==> config.mk <==
export PLATFORM = sky130hd
export DESIGN_NAME = periph_base_decoder
export DESIGN_NICKNAME = d
export VERILOG_FILES = /design/src/rtl/pbd_pkg.sv /design/src/rtl/pbd_cfg_reg.sv /design/src/rtl/pbd_space_mask.sv /design/src/rtl/pbd_addr_match.sv /design/src/rtl/periph_base_decoder.sv
export SDC_FILE = /design/constraint.sdc
export NUM_CORES = 1
export LEC_CHECK = 0
export CORE_MARGIN = 2
export CORE_UTILIZATION = 34
export CTS_CLUSTER_DIAMETER = 100
export DETAILED_ROUTE_END_ITERATION = 7
export PLACE_DENSITY_LB_ADDON = 0.1
export SYNTH_ARGS = -nofsm -noshare
export SYNTH_HDL_FRONTEND = slang
export SYNTH_HIERARCHICAL = 1
export SYNTH_SLANG_ARGS = --single-unit
==> constraint.sdc <==
create_clock -name clk_i -period 5.8 [get_ports clk_i]
set_clock_uncertainty 0.2 [all_clocks]
set_input_delay 1.74 -clock clk_i [delete_from_list [all_inputs] [get_ports clk_i]]
set_output_delay 1.74 -clock clk_i [all_outputs]
set_load 0.02 [all_outputs]
==> src/rtl/pbd_pkg.sv <==
package pbd_pkg;
  localparam int unsigned VALID_BIT = 0;
  localparam int unsigned MASK_LSB  = 1;

  typedef enum logic [2:0] {
    SP_CPU      = 3'd0,
    SP_SUP_CODE = 3'd1,
    SP_SUP_DATA = 3'd2,
    SP_USR_CODE = 3'd3,
    SP_USR_DATA = 3'd4
  } space_e;
endpackage

==> src/rtl/pbd_cfg_reg.sv <==
module pbd_cfg_reg #(
  parameter int unsigned WORD_W = 32
) (
  input  logic              clk_i,
  input  logic              rst_ni,
  input  logic              wr_en_i,
  input  logic [WORD_W-1:0] wr_data_i,
  output logic [WORD_W-1:0] word_o
);
  logic              valid_q;
  logic [WORD_W-1:1] rest_q;

  // only the valid flag is reset; the rest stays undefined until written
  always_ff @(posedge clk_i or negedge rst_ni) begin
    if (!rst_ni)      valid_q <= 1'b0;
    else if (wr_en_i) valid_q <= wr_data_i[pbd_pkg::VALID_BIT];
  end

  always_ff @(posedge clk_i) begin
    if (wr_en_i) rest_q <= wr_data_i[WORD_W-1:1];
  end

  assign word_o = {rest_q, valid_q};


  wr_takes_effect_chk: assert property (@(posedge clk_i) disable iff (!rst_ni)
    wr_en_i |=> (word_o == $past(wr_data_i)));
endmodule

==> src/rtl/pbd_space_mask.sv <==
module pbd_space_mask #(
  parameter int unsigned NUM_SPACES = 5,
  parameter int unsigned SPACE_W    = 3
) (
  input  logic [SPACE_W-1:0]    space_i,
  input  logic [NUM_SPACES-1:0] mask_i,
  output logic                  legal_o,
  output logic                  masked_o
);
  logic [NUM_SPACES-1:0] hit;

  for (genvar k = 0; k < NUM_SPACES; k++) begin : g_hit
    assign hit[k] = (space_i == SPACE_W'(k));
  end

  assign legal_o  = |hit;
  assign masked_o = |(hit & mask_i);

  always_comb begin

    hit_onehot_chk: assert ($onehot0(hit) || $isunknown(space_i));
  end
endmodule

==> src/rtl/pbd_addr_match.sv <==
module pbd_addr_match #(
  parameter int unsigned ADDR_W   = 32,
  parameter int unsigned BASE_LSB = 10,
  localparam int unsigned BASE_W  = ADDR_W - BASE_LSB
) (
  input  logic [ADDR_W-1:0] addr_i,
  input  logic [BASE_W-1:0] base_i,
  output logic              match_o
);
  assign match_o = (addr_i[ADDR_W-1:BASE_LSB] == base_i);
endmodule

==> src/rtl/periph_base_decoder.sv <==
module periph_base_decoder #(
  parameter int unsigned ADDR_W     = 32,
  parameter int unsigned BASE_LSB   = 10,
  parameter int unsigned NUM_SPACES = 5,
  parameter int unsigned SPACE_W    = 3
) (
  input  logic               clk_i,
  input  logic               rst_ni,
  input  logic               wr_en_i,
  input  logic [ADDR_W-1:0]  wr_data_i,
  output logic [ADDR_W-1:0]  rd_data_o,
  input  logic [ADDR_W-1:0]  acc_addr_i,
  input  logic [SPACE_W-1:0] acc_space_i,
  output logic               int_sel_o,
  output logic               ext_sel_o
);
  localparam int unsigned BASE_W   = ADDR_W - BASE_LSB;
  localparam int unsigned MASK_LSB = pbd_pkg::MASK_LSB;
  localparam int unsigned MASK_MSB = MASK_LSB + NUM_SPACES - 1;

  if (MASK_MSB >= BASE_LSB) begin : g_bad_layout
    initial $fatal(1, "mask field overlaps base field");
  end

  logic [ADDR_W-1:0]     word;
  logic                  valid;
  logic [BASE_W-1:0]     base;
  logic [NUM_SPACES-1:0] mask;
  logic                  match, legal, masked;

  pbd_cfg_reg #(.WORD_W(ADDR_W)) u_cfg (
    .clk_i, .rst_ni, .wr_en_i, .wr_data_i, .word_o(word)
  );

  assign valid = word[pbd_pkg::VALID_BIT];
  assign base  = word[ADDR_W-1:BASE_LSB];
  assign mask  = word[MASK_MSB:MASK_LSB];

  pbd_addr_match #(.ADDR_W(ADDR_W), .BASE_LSB(BASE_LSB)) u_match (
    .addr_i(acc_addr_i), .base_i(base), .match_o(match)
  );

  pbd_space_mask #(.NUM_SPACES(NUM_SPACES), .SPACE_W(SPACE_W)) u_space (
    .space_i(acc_space_i), .mask_i(mask), .legal_o(legal), .masked_o(masked)
  );

  assign int_sel_o = valid & match & legal & ~masked;
  assign ext_sel_o = ~int_sel_o;
  assign rd_data_o = word;


  no_int_when_invalid_chk: assert property (@(posedge clk_i) disable iff (!rst_ni)
    !rd_data_o[0] |-> !int_sel_o);

  sel_onehot_chk: assert property (@(posedge clk_i) disable iff (!rst_ni)
    $countones({int_sel_o, ext_sel_o}) == 1);

  int_in_window_chk: assert property (@(posedge clk_i) disable iff (!rst_ni)
    int_sel_o |-> (acc_addr_i[ADDR_W-1:BASE_LSB] == rd_data_o[ADDR_W-1:BASE_LSB]));

  int_unmasked_chk: assert property (@(posedge clk_i) disable iff (!rst_ni)
    int_sel_o |-> !masked);

  int_legal_space_chk: assert property (@(posedge clk_i) disable iff (!rst_ni)
    int_sel_o |-> (acc_space_i < SPACE_W'(NUM_SPACES)));
endmodule

## Word-level counts from Yosys, hierarchy flattened

Index checks and enable logic that the tools add are counted.

| word-level totals | value |
|---|---|
| bits in registers | 32 |
| memories kept | 0 |
| ROM bits | 0 |
| logic and storage cells | 16 |
| bits of input ports | 70 |
| output and inout port bits | 34 |
| latch bits | 0 |
| RAM bits | 0 |

| cells by class | value |
|---|---|
| eq/ne operators | 5 |
| multipliers | 0 |
| divide/modulo/power cells | 0 |
| reduce and logical (&&, ||, !) cells | 3 |
| add/sub/neg operators | 0 |
| $lt $le $gt $ge | 0 |
| bitwise operators | 6 |
| multiplexer cells | 0 |
| shift operators | 0 |

Operators by type and width:

| cell | number |
|---|---|
| 22-bit == test | 1 |
| 5-bit OR reduction | 2 |
| 3-bit by 2-bit == test with 1-bit output (second input constant) | 2 |
| 5-bit AND | 1 |
| 1-bit AND | 3 |
| 3-bit by 1-bit == test with 1-bit output (second input constant) | 1 |
| 3-bit == test (second input constant) | 1 |
| 3-bit zero test | 1 |
| 1-bit NOT | 2 |

## Longest topological paths before layout

| logic depth | value |
|---|---|
| word-level depth | 6 |
| gate-level depth with buffers | 5 |

## Modules after synthesis

The synthesis kept the hierarchy.

By module, submodules not included:

| module | times used | cells each | area an instance (um2) | seq. area each (um2) |
|---|---|---|---|---|
| pbd_cfg_reg | 1 | 34 | 978.4 | 955.9 |
| pbd_addr_match | 1 | 29 | 242.7 | 0.0 |
| pbd_space_mask | 1 | 8 | 52.6 | 0.0 |
| periph_base_decoder | 1 | 2 | 18.8 | 0.0 |

## Least setup slack after synthesis

No wires, ideal clock.

| timing path | value |
|---|---|
| path type | in2out |
| start | in acc_addr_i[12] |
| end | out int_sel_o |
| setup slack | 1.111 ns |
| stages on the path | 5 |
| arrival time | 2.749 ns |
| buffers on the path | 0 |
| path through | xor2_1 > nor4_1 > nand4_1 > nor4_2 > and4b_1 |

| between the ends | value |
|---|---|
| longest elaborated chain between the ends | 4 |

RTL lines:

| what | line | RTL |
|---|---|---|
| start: declaration | periph_base_decoder.sv:12 | `input logic [ADDR_W-1:0] acc_addr_i,` |
| 22-bit == test | pbd_addr_match.sv:10 | `assign match_o = (addr_i[ADDR_W-1:BASE_LSB] == base_i);` |
| named net match | periph_base_decoder.sv:29 | `logic match, legal, masked;` |
| 1-bit AND (3 in series) | periph_base_decoder.sv:47 | `assign int_sel_o = valid & match & legal & ~masked;` |
| end: declaration | periph_base_decoder.sv:14 | `output logic int_sel_o,` |

The timed path passes the listed nets, and every way through them passes these cells.

## Worst setup path in the final report

| timing path | value |
|---|---|
| start | in acc_addr_i[13] |
| end | out ext_sel_o |

| between the ends | value |
|---|---|
| longest elaborated chain between the ends | 5 |

RTL lines:

| what | line | RTL |
|---|---|---|
| 22-bit == test | pbd_addr_match.sv:10 |  |
| named net match | periph_base_decoder.sv:29 |  |
| 1-bit AND (3 in series) | periph_base_decoder.sv:47 |  |
| 1-bit NOT | periph_base_decoder.sv:48 | `assign ext_sel_o = ~int_sel_o;` |
| end: declaration | periph_base_decoder.sv:15 | `output logic ext_sel_o` |

The timed path passes the listed nets, and every way through them passes these cells.

==> qor.yml <==
io_pins: 104
cts-resized-gates: 3
synth_edf_count: 31
crit_fanout: 2
slew_violations: 0
yosys_warnings: 6
synthTopCellsByArea: "edfxtp_1 (72%), xor2_1 (12%), xnor2_1 (2.7%), dfrtp_1 (1.9%), nor4_1 (1.9%)"
leakage_nw: 0.8609
clkSlewWorstSetupHoldPaths_ns: 0.06
ir_drop_mv: 0.1815
drt_pass1_iterations: 4
synthTopCellsByCount: "edfxtp_1 (31), xor2_1 (18), nor4_1 (4), xnor2_1 (4)"
io_buffer_count: 93
design.core.area_um2: 3661
cts_hold_buf: 0
routed_wl_um: 2912
avgRoutedWirePerCell_um: 13.12
globalRouteOverflowTotal: 0
netlist_area_um2: 1292
cts_sinks: 32
grt_pass1_wl_um: 4264
rsz0062_at_grt: "false"
yosys.area.top_type_share_pct: 72.02
insertion_delay_ns: 0.27
critPathLaunchType: "primary input"
clock_path_buffers: 2
dp_hpwl_um: 2368
path_class: "primary input to output port"
synthArstFlopShare_pct: 3.125
setup_viol: 0
netlist_instances: 73
die_y_um: 65.66
yosysSeqAreaShare_pct: 73.96
num-fill-cells: 282
end_kind: "output port"
die_x_um: 65.66
cts_buffers: 5
critPathRequiredTime_ns: 3.86
postRouteAntennaNets: 0
outcome: "finished, final reports clean"
syn-num-nets: 143
post_dp_cell_area_um2: 2283
fp.dieArea_um2: 4311
ys_seq_elements: 32
track_usage_pct: 13.70
synth_top_area_cell: "edfxtp_1"
viasPerCell: 4.396
final_hold_viol_count: 0
grt_max_degree: 18
tightestPinTransition_ns: 0.7171
maxCapViolCount: 0
grt_pass1_vias: 966
avgSynthCellArea_um2: 17.71
cts_setup_buffers: 0
synth.distinct_cells: 17
nets: 243
drc: 0
place_congestion: 0.6516
cp.arrival_ns: 3.69
design_area_um2: 2377
drt_iter0_markers: 13
htree_levels: 2
synth-main-ff-cell: "edfxtp_1"
hp-class: "flip-flop to flip-flop"
cts_tree: "yes"
clockRootBuffer: "clkbuf_8"
finalCriticalPeriod_ns: 5.627
max_freq_ghz: 0.1777
n_antenna_cell: 0
power_per_cell_area_nw_per_um2: 237.6
fin_worst_hold_slack_ns: 0.3743
slew_headroom_pct: 52.04
area_growth_pct: 83.93
initial_utilization_pct: 35.30
antenna_found_initial: 0
vias: 976
row_count: 22
post-route-period-util_pct: 97.01
yosysMostFrequentCell: "edfxtp_1"
layout-drive-gt1-share_pct: 6.897
## metrics by stage
stage	utilization (%)	setup TNS (ns)	setup WS (ns)	power, mW	instances
2_1_floorplan	-	0	1.111	0.3324	73
3_3_place_gp	62.37	-0.1112	-0.1112	0.4129	214
6_report	64.94	0	0.1734	0.5648	222
4_1_cts	64.94	0	0.08670	0.5748	222
5_1_grt	64.94	0	0.03362	0.5924	222
3_5_place_dp	62.37	-0.1209	-0.1209	0.4154	214
## flip-flops by register name, indices dropped and copies added, names as in the netlist
name,flops
u_cfg/rest_q,31
u_cfg/valid_q,1
## critical path, stage by stage
cell,delay [ns]
clkdlybuf4s50_1,0.41
xor2_1,0.14
nor4_1,0.32
nand4_1,0.17
nor4_2,0.22
nand4b_1,0.14
clkdlybuf4s50_1,0.55
## cell families (layout without fill, tap and decap cells)
| kind of cell | Yosys count | count (layout) | synth area share (%) |
|---|---|---|---|
| flops | 32 | 32 | 73.96 |
| compound gates | 1 | 1 | 0.3869 |
| simple gates | 14 | 14 | 7.454 |
| buf+inv | 1 | 102 | 0.5810 |
| mux | 3 | 3 | 2.710 |
| xor+xnor | 22 | 22 | 14.91 |
## power by group
group	switching, mW	internal, mW
clock network	0.0725	0.0811
logic	0.0495	0.0762
registers	0.0106	0.275
## area by class of cell
cell class	instances	area [µm²]	area share [%]
Sequential cell	32	955.9	40.21
Timing Repair Buffer	94	937.1	39.42
Multi-Input combinational cell	40	341.6	14.37
Clock buffer	5	68.82	2.895
Tap cell	48	60.06	2.526
Clock inverter	3	13.76	0.5789
## layer usage
layer | wire (µm) | track usage, % | share of wire [%]
met1 | 1032 | 14.83 | 35
met2 | 1598 | 23.74 | 55
met3 | 260 | 4.966 | 8.9
met5 | 0 | 0 | 0
met4 | 20 | 6.250 | 0.69
## worst paths after layout
kind	startpoint	to	slack [ns]	cells after the start
setup reg to reg	u_cfg/valid_q	u_cfg/valid_q	4.81	1
hold reg to reg	u_cfg/valid_q	u_cfg/valid_q	0.37	1
hold / removal	u_cfg/valid_q	u_cfg/valid_q	0.37	1
min in group asynchronous	rst_ni	u_cfg/valid_q	1.41	1
setup / recovery	acc_addr_i[13]	ext_sel_o	0.17	7
max in group asynchronous	rst_ni	u_cfg/valid_q	3.89	1
## cell usage in the layout, fill, tap and decap left out, types with 3 or more instances in the layout
| cell type | instances |
|---|---|
| clkbuf_8 | 5 |
| clkdlybuf4s50_1 | 92 |
| edfxtp_1 | 31 |
| nor4_2 | 3 |
| xnor2_1 | 4 |
| xor2_1 | 18 |
No activity file was read; power rests on OpenSTA's default activity.
